**src/rtl/sfi_lfsr.sv**
```systemverilog
module sfi_lfsr #(
   parameter int unsigned       LW   = 16,
   parameter logic [LW-1:0]     TAPS = 16'hB400,
   parameter logic [LW-1:0]     SEED = 16'hACE1
) (
   input  logic          clk,
   input  logic          rst_n,
   input  logic          en,
   output logic [LW-1:0] state
);
   generate
      if (SEED == '0) begin : g_bad_seed
         $error("sfi_lfsr: SEED must be non-zero");
      end
   endgenerate

   always_ff @(posedge clk or negedge rst_n) begin
      if (!rst_n)  state <= SEED;
      else if (en) state <= {1'b0, state[LW-1:1]} ^ (state[0] ? TAPS : '0);
   end


   lfsr_nonzero_chk: assert property (@(posedge clk) disable iff (!rst_n) state != '0);

   lfsr_hold_chk: assert property (@(posedge clk) disable iff (!rst_n) !en |=> $stable(state));
endmodule

```
**src/rtl/sfi_interval.sv**
```systemverilog
module sfi_interval #(
   parameter int unsigned LW       = 16,
   parameter int unsigned PW       = 16,
   parameter int unsigned DEF_RATE = 199
) (
   input  logic          clk,
   input  logic          rst_n,
   input  logic          en,
   input  logic [PW-1:0] period,
   input  logic [LW-1:0] rnd,
   output logic          fire
);
   localparam int unsigned CW = PW + 1;

   generate
      if (DEF_RATE < 1 || DEF_RATE >= (64'd1 << PW)) begin : g_bad_rate
         $error("sfi_interval: DEF_RATE out of range");
      end
   endgenerate

   logic [CW-1:0]    cnt;
   logic [PW-1:0]    p_eff;
   logic [CW-1:0]    span;
   logic [LW+CW-1:0] prod;
   logic [CW-1:0]    reload;

   always_comb begin
      p_eff  = (period == '0) ? PW'(DEF_RATE) : period;
      span   = {p_eff, 1'b0} - CW'(1);
      prod   = {{CW{1'b0}}, rnd} * {{LW{1'b0}}, span};
      reload = CW'(prod >> LW);
   end

   assign fire = en && (cnt == '0);

   always_ff @(posedge clk or negedge rst_n) begin
      if (!rst_n)    cnt <= CW'(DEF_RATE - 1);
      else if (fire) cnt <= reload;
      else if (en)   cnt <= cnt - CW'(1);
   end


   count_step_chk: assert property (@(posedge clk) disable iff (!rst_n)
      (en && cnt != '0) |=> cnt == $past(cnt) - CW'(1));

   count_hold_chk: assert property (@(posedge clk) disable iff (!rst_n) !en |=> $stable(cnt));
endmodule

```
**src/rtl/sfi_position.sv**
```systemverilog
module sfi_position #(
   parameter int unsigned VW = 16
) (
   input  logic [2*$clog2(VW)-1:0] idx,
   input  logic                    dbl,
   output logic [VW-1:0]           vword
);
   localparam int unsigned PIDX = $clog2(VW);

   generate
      if ((1 << PIDX) != VW) begin : g_bad_vw
         $error("sfi_position: VW must be a power of two");
      end
   endgenerate

   logic [PIDX-1:0] pa, pb;

   always_comb begin
      pa = idx[PIDX-1:0];
      pb = idx[2*PIDX-1:PIDX];
      if (pb == pa) pb = pa ^ PIDX'(1);
      vword = VW'(1) << pa;
      if (dbl) vword = vword | (VW'(1) << pb);
   end
endmodule

```
**src/rtl/state_fault_injector.sv**
```systemverilog
module state_fault_injector #(
   parameter int unsigned NUM_TGT          = 4,
   parameter int unsigned TGT_W [NUM_TGT]  = '{16, 4, 8, 16},
   parameter int unsigned REF_SLOT         = 0,
   parameter int unsigned VW               = 16,
   parameter int unsigned LW               = 16,
   parameter int unsigned PW               = 16,
   parameter int unsigned DEF_RATE         = 199,
   parameter logic [LW-1:0] TAPS           = 16'hB400,
   parameter logic [LW-1:0] SEED           = 16'hACE1
) (
   input  logic                  clk,
   input  logic                  rst_n,
   input  logic                  inj_en,
   input  logic                  double_mode,
   input  logic                  async_path,
   input  logic [PW-1:0]         period,
   output logic [NUM_TGT*VW-1:0] sync_mask,
   output logic [NUM_TGT*VW-1:0] async_mask
);
   localparam int unsigned PIDX = $clog2(VW);

   generate
      if (NUM_TGT < 1 || REF_SLOT >= NUM_TGT) begin : g_bad_slots
         $error("state_fault_injector: bad slot configuration");
      end
      if (LW < 2 * PIDX) begin : g_bad_lw
         $error("state_fault_injector: generator too narrow for two indices");
      end
   endgenerate

   logic [LW-1:0] rnd;
   logic          fire;
   logic [VW-1:0] vword;

   sfi_lfsr #(.LW(LW), .TAPS(TAPS), .SEED(SEED)) u_lfsr (
      .clk(clk), .rst_n(rst_n), .en(inj_en), .state(rnd));

   sfi_interval #(.LW(LW), .PW(PW), .DEF_RATE(DEF_RATE)) u_interval (
      .clk(clk), .rst_n(rst_n), .en(inj_en), .period(period), .rnd(rnd), .fire(fire));

   sfi_position #(.VW(VW)) u_position (
      .idx(rnd[2*PIDX-1:0]), .dbl(double_mode), .vword(vword));

   generate
      for (genvar t = 0; t < NUM_TGT; t++) begin : g_tgt
         if (TGT_W[t] < 1 || TGT_W[t] > VW) begin : g_bad_w
            $error("state_fault_injector: target width out of range");
         end
         localparam logic [VW-1:0] WMASK =
            (t == REF_SLOT) ? '0 : VW'((64'd1 << TGT_W[t]) - 64'd1);
         logic [VW-1:0] sq, aq;
         always_ff @(posedge clk or negedge rst_n) begin
            if (!rst_n) begin
               sq <= '0;
               aq <= '0;
            end else begin
               sq <= (fire && !async_path) ? (vword & WMASK) : '0;
               aq <= (fire &&  async_path) ? (vword & WMASK) : '0;
            end
         end
         assign sync_mask[t*VW +: VW]  = sq;
         assign async_mask[t*VW +: VW] = aq;
      end
   endgenerate


   bits_chk: assert property (@(posedge clk) disable iff (!rst_n)
      fire |-> $countones(vword) == (double_mode ? 2 : 1));

   pulse_chk: assert property (@(posedge clk) disable iff (!rst_n)
      ((|sync_mask) || (|async_mask)) |-> $past(fire));

   path_excl_chk: assert property (@(posedge clk) disable iff (!rst_n)
      !((|sync_mask) && (|async_mask)));
endmodule

```
**config.mk**
```make
export PLATFORM = sky130hd
export DESIGN_NAME = state_fault_injector
export DESIGN_NICKNAME = d
export VERILOG_FILES = /design/src/rtl/sfi_lfsr.sv /design/src/rtl/sfi_interval.sv /design/src/rtl/sfi_position.sv /design/src/rtl/state_fault_injector.sv
export SDC_FILE = /design/constraint.sdc
export NUM_CORES = 1
export LEC_CHECK = 0
export CAP_MARGIN = 20
export CORE_MARGIN = 4
export CORE_UTILIZATION = 35
export DETAILED_ROUTE_END_ITERATION = 8
export MAX_ROUTING_LAYER = met4
export PLACE_DENSITY_LB_ADDON = 0.1
export SYNTH_ARGS = -nofsm -noshare
export SYNTH_HDL_FRONTEND = slang
export SYNTH_SLANG_ARGS = --single-unit
```
**constraint.sdc**
```tcl
create_clock -name clk -period 6.4 [get_ports clk]
set_clock_uncertainty 0.1 [all_clocks]
set_input_delay 1.28 -clock clk [delete_from_list [all_inputs] [get_ports clk]]
set_output_delay 1.28 -clock clk [all_outputs]
set_load 0.01 [all_outputs]
```
==> results of run 1 <==
==> final timing paths <==
check,endpoint,slack (ps),startpoint,cells after the start
setup / recovery,u_interval.cnt[16],-1930,period[4],29
hold / removal,u_interval.cnt[1],400,u_interval.cnt[1],2
setup reg to reg,u_interval.cnt[16],-80,u_lfsr.state[4],18
hold reg to reg,u_interval.cnt[1],400,u_interval.cnt[1],2
max in group asynchronous,g_tgt[3].aq[7],4560,rst_n,2
min in group asynchronous,g_tgt[3].aq[12],1050,rst_n,2
==> synthesized netlist by cell type (all sizes together), types with 5 or more instances <==
cell	count
or3	6
and3	6
dfstp	12
nor3	19
nand2b	6
mux2	11
o41ai	5
buf	104
nand3	14
o31ai	5
and2	107
o21ai	17
a32oi	6
dfrtp	53
a31oi	7
xor2	16
ha	104
fa	207
clkbuf	59
nand4	11
nor2	72
a22oi	10
a21o	21
nor4	13
inv	236
nor2b	17
nand2	173
a21oi	41
xnor2	21
a211oi	7
==> repair_timing <==
action / in CTS / in global routing
gates resized for setup: 106 / 57
hold buffers: 0 / 0
endpoints found under the setup margin: 17 / 17
pin swaps: 56 / 55
buffers inserted: 15 / 11
==> layer usage <==
metal	wire [µm]	part of all wire	vias to the layer above
li1	-	-	4675
met1	15300	0.42	5178
met2	18900	0.52	201
met3	1330	0.037	34
met4	693	0.019	0
met5	0	0	-
==> logic make-up (layout without fill, tap and decap cells) <==
| logic type | count (synthesis) | count (layout) |
|---|---|---|
| AND/OR/NAND/NOR | 456 | 456 |
| buffers and inverters | 399 | 527 |
| adder cells (fa/ha/maj) | 311 | 311 |
| AO/OA/AOI/OAI | 145 | 145 |
| flip-flops | 65 | 65 |
| XOR/XNOR | 37 | 37 |
| multiplexers | 13 | 13 |
| other | 1 | 72 |
==> through the flow <==
step | cell area [µm²] | hold slack (ps) | TNS [ps] | util | cells
2_1_floorplan | 13100 | 369 | -28050 | - | 1498
3_3_place_gp | 14800 | 382 | -43170 | 0.413 | 2045
3_5_place_dp | 14800 | 396 | -44380 | 0.413 | 2045
4_1_cts | 15500 | 405 | -28440 | 0.433 | 2076
5_1_grt | 15800 | 430 | -31950 | 0.442 | 2087
6_report | 15800 | 402 | -27910 | 0.442 | 2087
==> area by class of cell <==
type	instances	area [µm²]
Fill cell	3620	20000
Multi-Input combinational cell	1034	10100
Timing Repair Buffer	275	2300
Sequential cell	65	1640
Inverter	236	886
Tap cell	461	577
Clock buffer	10	239
Clock inverter	6	42.5
==> worst max-delay path: cells and delay by family <==
family                     cells  cell delay, ps
buffers and inverters          6             520
AOI/OAI and AO/OA              6            1510
and+or+nand+nor                9            1720
xor gates and xnor gates       1             150
adders and majority gates      7            3290
==> flip-flops by register name, indices dropped and copies added, names as in the netlist <==
register	flops
u_interval.cnt	17
g_tgt.sq	16
g_tgt.aq	16
u_lfsr.state	16
==> run summary, run 1 <==
The flow ran to the end, but the final reports show violations. The final reports fail on negative setup slack. In this run the standard cell core region covers 35700 µm². The routed via count divided by cell count was 4.83; the number of H-tree levels was 3. Wires add up to 36.2 mm. Most common library cell in the layout ignoring fill and taps: inv_1. For this design, the sink count on the clock tree is 65. The global routing stage identified its most utilized layer as met2. The met1 routing resource usage after global routing is 0.249, and the worst setup slack after layout is -1930 ps. The tools report the overall die area as 39500 µm². The die is 199 µm tall. The run gives 0 as the leftover overflow at the end of global routing.

The number of antenna repair diodes came out at 0. Worst stage delay on the critical path: 580 ps. The smallest clock period supported by the final layout is computed as 8330 ps. Number of buffer cells added on primary ports: 76.

In this run, CTS created clock tree buffers numbering 9. For this design the top-level I/O count stands at 149. The worst-skew pair later-pin latency was 360 ps; the share of the synthesized area in compound gates (AO/OA/AOI/OAI) was 0.0776. Type of the worst setup path: in -> reg. Xor-xnor portion of the synthesized cell area: 0.0269. For the unique cell type count in the Yosys netlist, the log shows 62.

The number of failing hold endpoints at the final stage was 0; the max-slew headroom at the worst pin was 0.381. The synthesized area divided by synthesized cell count works out to 8.92 µm². Pre-CTS setup slack: -2900 ps. The gate count after technology mapping is 1427. Largest family of logic cells by synthesized area: adder cells. The clock-pin slew reported for the worst setup and hold paths after clock tree synthesis is 70 ps, and the simple-gate portion of the synthesized area is 0.180. The run gives 17 as the final-report setup violation count. The layout cell share with drive strength beyond 1 was 0.221. In this run the worst path has a maximum fanout of 3.

STA puts the critical path data required time at 6560 ps. In the layout the commonest cells are 228 x inv_1, 199 x fa_1, 181 x buf_4, 162 x nand2_1, 102 x and2_1. The fraction of the cycle the final worst path needs came out at 1.30. At the pin with the least slew margin, the transition time is 928 ps. The adder and majority cell fraction of the synthesized area is 0.428, and the number of synthesis warnings is 0. The combined area of all synthesized cells came out at 12700 µm².

Routability-driven placement finished with a final weighted congestion of 0.887. The initial antenna violation count was 0. Via count of the first global-routing pass: 10700. The fraction of synthesis flops using an asynchronous set or reset pin works out to 1.00. TritonCTS built the clock tree. The cell taking the most area after synthesis was fa_1.

The first routing iteration left 461 violations. Number of routed nets with antenna violations: 0. The synthesized design contains 0 enable-type register cells. The highest-delay cell along the critical path is fa_1.

The number of max-capacitance violations reported was 0. Setup repair after global routing could not meet its margin everywhere. The post-synthesis sequential area ratio was 0.129. The tools report the total number of vias as 10100.

The run gives 0.356 as the initial core utilization. Combined global-route utilization of all metal layers: 0.195. Maximum number of pins on one net before global-route repair: 66. The most used flip-flop cell after synthesis is dfrtp_1. STA puts the critical path data arrival time at 8490 ps.

The register bit count reported by yosys was 65. Final count of pins violating max slew: 0. The class of the tightest hold or removal check is reg -> reg. The share of synthesized area spent on multiplexers was 0.0113; the width of the die was 199 µm. Derived from the worst setup path, the maximum achievable clock frequency is 0.120 GHz. For this run, design rule violations remaining after detail routing come to 0. The logs give 5 for the first-pass detailed-route iteration total and 1953 for the final layout net count. The worst setup path is launched from an input pin. After floorplanning, the core was divided into 69 placement rows. The tools report the root buffer cell as clkbuf_16. The met3 routing resource usage after global routing is 0.0183, and the met2 track demand over resource in global routing is 0.339. The top-area cell type share of the netlist area came out at 0.325.

Summed over all nets, the half-perimeter wirelength after detailed placement is 29.6 mm. In this run the deepest clock path goes through 2 buffers. STA classifies the critical path endpoint as a flop. From synthesis to final layout, the design area changed by 24.0%.

Counting stages on the worst path, the most repeated cell is fa_1. In the post-synthesis netlist, the biggest area contributors are fa_1 33%, dfrtp_1 10%, ha_1 10%, inv_1 7.0%, buf_4 5.7%. In the final routed layout, each cell accounts on average for 17.4 µm. The first global-routing pass estimated 58.4 mm of wire.
Power of run 1 is not shown: default switching activity piles up to over one toggle a cycle in this logic, so the estimate is an artifact.
==> run 2, diff against run 1 <==
--- a/config.mk
+++ b/config.mk
@@ -11,6 +11,7 @@
 export DETAILED_ROUTE_END_ITERATION = 8
 export MAX_ROUTING_LAYER = met4
 export PLACE_DENSITY_LB_ADDON = 0.1
+export REMOVE_ABC_BUFFERS = 1
 export SYNTH_ARGS = -nofsm -noshare
 export SYNTH_HDL_FRONTEND = slang
 export SYNTH_SLANG_ARGS = --single-unit
==> run summary, run 2 (synthesized netlist as in run 1, its figures left out) <==
The final reports fail on negative setup slack. In the layout the commonest cells are 217 x inv_1, 198 x fa_1, 192 x buf_4, 162 x nand2_1, 104 x and2_1. The run gives 0.122 GHz (+1.8%) as the highest clock rate. The cell count of the worst hold path was 2 (unchanged).

First-pass GRT wire length: 56.9 mm (-2.6%). The run finished, with violations left. The routed via count divided by cell count was 4.70 (-2.7%). For the number of failing hold endpoints at the final stage, the log shows 0 (unchanged). TritonCTS built the clock tree.

The via count of the first global-routing pass came out at 10700 (+0.047%). The post-synthesis to final-layout area growth was 25.2%; the fraction of the cycle the final worst path needs was 1.28 (-0.0232). Number of cell instances on the worst register-to-register path: 21 (+3). Setup repair after global routing could not meet its margin everywhere. Placer congestion estimate: 0.821 (-7.5%). Number of max-capacitance violations reported: 0 (unchanged). Overall routed net length: 34.5 mm (-4.7%). Leaving out fill and tap cells, the most frequent cell in the layout is inv_1. The initial core utilization was 0.356 (unchanged). The type of the worst setup path was in -> reg. The number of H-tree levels was 3 (unchanged). STA classifies the critical path endpoint as a flop. The final-layout fill cell count is 3623 (+0.083%). The tools report the overall die area as 39500 µm² (unchanged).

The number of flip-flops in the largest register is 17 (unchanged), and the area of combinational cells with multiple inputs is 10100 µm² (+0.12%). The logs give 69 (unchanged) for the row count and 2 (unchanged) for the maximum clock insertion buffer count. In this run the worst hold path is classified as reg -> reg. The layout cell share with drive strength beyond 1 is 0.238 (+0.0170), and the initial antenna violation count is 0 (unchanged). Final-report setup violation count: 17 (unchanged). The post-cts hold buffer count is 0 (unchanged), and the required time reported for the critical path endpoint is 6530 ps (-30 ps). Width of the die: 199 µm (unchanged). Number of DRC violations after detailed-routing iteration 0: 308 (-33%).

The logs give 8320 ps (-170 ps) for the worst endpoint data arrival time and 0.187 (-0.00875) for the combined global-route utilization of all metal layers. For the final core utilization, the log shows 0.446 (+0.00420). The run gives 9882 (-2.0%) as the total number of vias. The run gives 0 (unchanged) as the number of antenna repair diodes. The run gives 9 (unchanged) as the total clock buffers created by CTS. The run gives 1967 (+0.72%) as the final layout net count. The number of buffer cells added on primary ports was 76 (unchanged); the count of unresolved DRC violations after routing was 0 (unchanged). The number of placed I/O pins was 149 (unchanged). The worst setup path is launched from an input pin.

The tools report the clock sink total as 65 (unchanged). The vertical extent of the die came out at 199 µm (unchanged). The worst-skew pair later-pin latency was 360 ps (about the same); the transition time at the pin with the least slew margin was 946 ps (+17.6 ps).

Clock tree synthesis selected as its root buffer the cell clkbuf_16. The maximum fanout along the worst path was 3 (unchanged). The run gives 0 (unchanged) as the final count of pins violating max slew. The minimum clock period after layout was 8180 ps (-149 ps). The clock-pin slew reported for the worst setup and hold paths after clock tree synthesis is 60 ps (about the same), and the core area is 35700 µm² (unchanged).

The leftover overflow at the end of global routing is 0 (unchanged), and the max-slew headroom at the worst pin is 0.370 (-0.0117). The first-pass detailed-route iteration total came out at 5 (unchanged). The total half-perimeter wirelength after legalization and detailed placement is 28.4 mm (-4.0%), and the maximum number of pins on one net before global-route repair is 66 (unchanged). The tools report the worst setup slack after layout as -1780 ps (+149 ps). Ranked by flip-flop count, first place goes to u_interval.cnt. The number of routed nets with antenna violations is 0 (unchanged). For the footprint of the flip-flops and latches, the log shows 1640 µm² (unchanged). Average detailed-routed wire length per instance: 16.4 µm (-5.3%).
-- run 2: cell count changes in the layout (fill, tap and decap cells not counted), moves of 4 or more --
cell     change
a21oi_2      +4
a21oi_1      -4
inv_2       +11
ha_1         -9
inv_1       -11
nor4_2       +5
buf_4       +11
ha_4         +6
-- run 2: worst paths after layout --
check                                  start            endpoint  slack [ps]
hold reg to reg            u_interval.cnt[1]   u_interval.cnt[1]         400
setup reg to reg             u_lfsr.state[4]  u_interval.cnt[12]         160
setup / recovery                   period[3]  u_interval.cnt[12]       -1780
min in group asynchronous              rst_n   u_interval.cnt[9]        1060
max in group asynchronous              rst_n      g_tgt[3].aq[4]        4520
hold / removal             u_interval.cnt[1]   u_interval.cnt[1]         400
-- run 2: stage by stage --
step | area (µm²) | setup TNS [ps] | hold slack, ps | std cells | worst slack, ps
floorplan | 12000 | -30540 | 369 | 1335 | -2280
global placement | 14800 | -43160 | 382 | 2066 | -2770
detailed placement | 14800 | -44040 | 394 | 2066 | -2860
CTS | 15600 | -29180 | 404 | 2094 | -1920
global route | 15900 | -29950 | 423 | 2101 | -1990
finish | 15900 | -26070 | 399 | 2101 | -1780
-- run 2: cell type report --
| class | count | area share |
|---|---|---|
| well taps | 461 | 0.0362 |
| repair buffers | 289 | 0.152 |
| clock inverters | 7 | 0.00471 |
| clock buffers | 9 | 0.0141 |
| flip-flops and latches | 65 | 0.103 |
| inverters | 236 | 0.0556 |
| multi-input cells | 1034 | 0.635 |
-- run 2: worst max-delay path, stage by stage --
cell       delay [ps]
buf_6              90
or4_4             540
nor3_4            180
nand2_2           110
nor4_4            170
nand2_2           110
or4_4             460
xnor2_4           200
nand2_2            80
fa_1              510
fa_1              510
inv_2              40
fa_1              470
fa_1              510
fa_1              510
inv_2              40
fa_1              520
inv_2              50
ha_4              240
and3_4            180
a221o_1           340
a31oi_4           200
a2bb2oi_2         200
o31ai_4           100
buf_6             140
a221oi_4          260
xor2_1            170
a21oi_1            80
-- run 2: repair_timing --
action,CTS,global route
gates resized for setup,111,86
endpoints found under the setup margin,17,17
setup buffers,13,9
pin swaps,91,69
endpoints found under the hold margin,0,0
-- run 2: routing by layer --
metal,global-route usage,up-vias,routed length [µm]
li1,-,4693,-
met1,0.240,5023,15200
met2,0.324,135,18000
met3,0.0146,31,771
met4,0.0420,0,558
met5,-,-,0
Power of run 2 is left out for the same reason.
==> run 3, diff against run 2 <==
--- a/config.mk
+++ b/config.mk
@@ -11,7 +11,7 @@
 export DETAILED_ROUTE_END_ITERATION = 8
 export MAX_ROUTING_LAYER = met4
 export PLACE_DENSITY_LB_ADDON = 0.1
-export REMOVE_ABC_BUFFERS = 1
 export SYNTH_ARGS = -nofsm -noshare
 export SYNTH_HDL_FRONTEND = slang
+export SYNTH_HIERARCHICAL = 1
 export SYNTH_SLANG_ARGS = --single-unit
==> run summary, run 3 <==
The worst endpoint data arrival time is 8260 ps (-60 ps), and the instance count after placement with tap cells included is 2033 (-1.6%). The logs give 10100 µm² (-0.44%) for the area of combinational cells with multiple inputs and 0 (unchanged) for the number of failing hold endpoints at the final stage. The total clock buffers created by CTS came out at 9 (unchanged).

Type of the worst setup path: in -> reg. Worst setup slack after layout: -1740 ps (+41.9 ps). From synthesis to final layout, the design area changed by 24.1%. The maximum clock insertion buffer count was 2 (unchanged); the core area was 35700 µm² (-0.24%). The share of synthesized area spent on multiplexers was 0.0174 (+0.00614); the simple-gate portion of the synthesized area was 0.183 (+0.00357). The number of buffer cells added on primary ports was 76 (unchanged); the number of placed I/O pins was 149 (unchanged). The worst stage delay on the critical path is 560 ps (+20 ps).

Highest clock rate: 0.123 GHz (+0.51%). The number of DRC violations after detailed-routing iteration 0 is 372 (+21%). The average detailed-routed wire length per instance is 17.2 µm (+4.7%), and the via count of the first global-routing pass is 10700 (-0.20%). The number of enable-type register cells in the synthesized netlist was 0 (unchanged); the vertical extent of the die was 198 µm (-0.14%). The number of flip-flops in the largest register is 17 (unchanged), and the number of H-tree levels is 3 (unchanged). The flow ran to the end, but the final reports show violations. TritonCTS built the clock tree. The total negative setup slack was -27890 ps (-1820 ps); the initial antenna violation count was 0 (unchanged). The tools report the number of antenna repair diodes as 0 (unchanged).

The transition time at the pin with the least slew margin came out at 901 ps (-44.8 ps). The max-slew headroom at the worst pin is 0.400 (+0.0299). For the overall routed net length, the log shows 35.7 mm (+3.5%). The adder and majority cell fraction of the synthesized area was 0.429 (+0.00122); the minimum clock period after layout was 8140 ps (-41.9 ps).

The tools report the footprint of the flip-flops and latches as 1640 µm² (unchanged). The width of the die was 198 µm (-0.14%); the number of synthesis warnings was 6 (+6). On the critical path, the stage with the largest delay is an instance of fa_1. The clock sink total came out at 65 (unchanged). The pre-CTS setup slack was -2590 ps (+275 ps). The total number of vias was 9903 (+0.21%); the total half-perimeter wirelength after legalization and detailed placement was 29.1 mm (+2.5%). Setup repair after global routing could not meet its margin everywhere. The most common cell in the synthesized netlist is inv_1. Routed via count divided by cell count: 4.77 (+1.4%). The tools report the row count as 69 (unchanged). The layout cell share with drive strength beyond 1 is 0.228 (-0.00932).

The run gives 0 (unchanged) as the number of max-capacitance violations reported. fa_1 takes more of the synthesized area than any other cell. The run gives 68 (+9.7%) as the unique cell type count in the Yosys netlist. In this run the worst hold path is classified as reg -> reg.

The tools report the final layout net count as 1943 (-1.2%). Yosys attributes the largest share of cell area to fa_1 33%, dfrtp_1 10%, ha_1 10%, inv_1 7.1%, buf_4 5.7%. The leftover overflow at the end of global routing came out at 0 (unchanged). The root buffer cell is clkbuf_16. The run gives 66 (unchanged) as the maximum number of pins on one net before global-route repair.

The required time reported for the critical path endpoint was 6520 ps (about the same); the maximum fanout along the worst path was 4 (+1). The post-synthesis sequential area ratio came out at 0.129 (+0.000368). STA classifies the critical path endpoint as a flop.

The xor-xnor portion of the synthesized cell area was 0.0221 (-0.00485). Clock-pin slew reported for the worst setup and hold paths after clock tree synthesis: 60 ps (about the same). The placer congestion estimate is 0.877 (+6.9%). The register bit count reported by yosys works out to 65 (unchanged). Ranked by instance count, the synthesized netlist is headed by 241 x inv_1, 207 x fa_1, 170 x nand2_1. The run gives 0 (unchanged) as the number of routed nets with antenna violations. Grouping stages by cell kind, the critical path spends the most delay in adder cells.

The most frequent cell on the critical path was fa_1. Fraction of synthesis flops using an asynchronous set or reset pin: 1.00 (unchanged). The logs give 0 (unchanged) for the final count of pins violating max slew and 12700 µm² (-0.28%) for the combined area of all synthesized cells. The top-area cell type share of the netlist area was 0.326 (+0.000930). The worst setup path is launched from an input pin. Synthesized area divided by synthesized cell count: 9.04 µm² (+1.3%). For the count of placed standard cells in the final layout, fillers left out, the log shows 2076 (-1.2%). The fraction of the cycle the final worst path needs is 1.27 (-0.00654).

In the layout the commonest cells are 224 x inv_1, 201 x fa_1, 178 x buf_4, 160 x nand2_1, 92 x and2_1. The most flop-heavy register is u_interval/cnt. The combined global-route utilization of all metal layers was 0.192 (+0.00538); the buffers plus inverters on the worst setup path was 7 (+2). For the final core utilization, the log shows 0.442 (-0.00394). The run gives 340 ps (-20 ps) as the worst-skew pair later-pin latency. First-pass detailed-route iteration total: 5 (unchanged).

The first-pass GRT wire length is 58.0 mm (+1.9%), and the final-layout fill cell count is 3612 (-0.30%). The initial core utilization was 0.356 (about the same); the count of unresolved DRC violations after routing was 0 (unchanged). Overall die area: 39400 µm² (-0.28%).

The most common library cell in the layout ignoring fill and taps was inv_1. In the synthesized netlist the dominant register cell turns out to be dfrtp_1. Gate count after technology mapping: 1405 (-1.5%). For the final-report setup violation count, the log shows 17 (unchanged). By area, the combinational part of the netlist is dominated by adder cells. The share of the synthesized area in compound gates (AO/OA/AOI/OAI) is 0.0723 (-0.00530).

The final reports fail on negative setup slack.
[run 3: cell count changes after synthesis, moves of 6 or more]
cell and delta:
o22ai_1 +15, nand2b_1 +9, a21oi_1 -6, and3_1 +22, o21ai_1 +6, o21ai_0 +10, clkbuf_1 -18, and2_1 -9
nor2_1 -43, and3b_1 +15, a22oi_1 -8
[run 3: final timing paths]
kind | slack [ps] | startpoint | cells past startpoint | endpoint
min reg2reg | 380 | u_interval/cnt[16] | 2 | u_interval/cnt[16]
min in group asynchronous | 1050 | rst_n | 2 | g_tgt[3].sq[11]
max | -1740 | period[12] | 31 | u_interval/cnt[12]
max reg2reg | 260 | u_lfsr/state[4] | 23 | u_interval/cnt[12]
min | 380 | u_interval/cnt[16] | 2 | u_interval/cnt[16]
max in group asynchronous | 4550 | rst_n | 2 | u_lfsr/state[2]
[run 3: worst register-to-register path: stages, from the launching register on]
cell      delay (ps)
dfrtp_1          510
buf_4            240
and2_4           160
fa_1             490
inv_2             40
fa_1             500
fa_1             560
inv_2             40
fa_1             490
fa_1             530
inv_2             40
fa_1             520
inv_2             50
ha_4             210
buf_4            130
a21o_1           160
a311oi_2         230
o211ai_1         180
o211ai_1         220
buf_4            180
a21oi_1           70
nor2b_1          140
xor2_1           160
o211ai_1          90
[run 3: cells by family after synthesis]
logic type | Yosys count
simple gates | 444
buf+inv | 389
fa+ha+maj | 311
compound gates | 145
flops | 65
xor+xnor | 32
mux | 18
other cells | 1
[run 3: area by class of cell]
class / count / share of cell area
Sequential cell: 65 / 0.104
Clock buffer: 13 / 0.0165
Clock inverter: 2 / 0.00238
Timing Repair Buffer: 272 / 0.144
Tap cell: 461 / 0.0366
Multi-Input combinational cell: 1022 / 0.639
Inverter: 241 / 0.0574
[run 3: what timing repair did]
action	in CTS	in global routing
hold buffers	0	0
pin swaps	51	36
setup buffers	20	9
setup endpoints to repair	17	17
gates cloned	1	1
resized for setup	103	53
[run 3: routing by layer]
layer  track usage  routed length (µm)  vias up
met4        0.0337                 437        0
met3        0.0144                 745       30
met1         0.244               15600     5081
li1              -                   -     4662
met2         0.343               18900      130
met5             -                   0        -
[run 3: stage by stage]
step | instance area, µm² | hold WS (ps)
final | 15800 | 384
after global routing | 15800 | 427
after CTS | 15600 | 388
after detailed placement | 14900 | 374
after global placement | 14900 | 370
after floorplan | 13300 | 355
Power of run 3 is left out for the same reason.
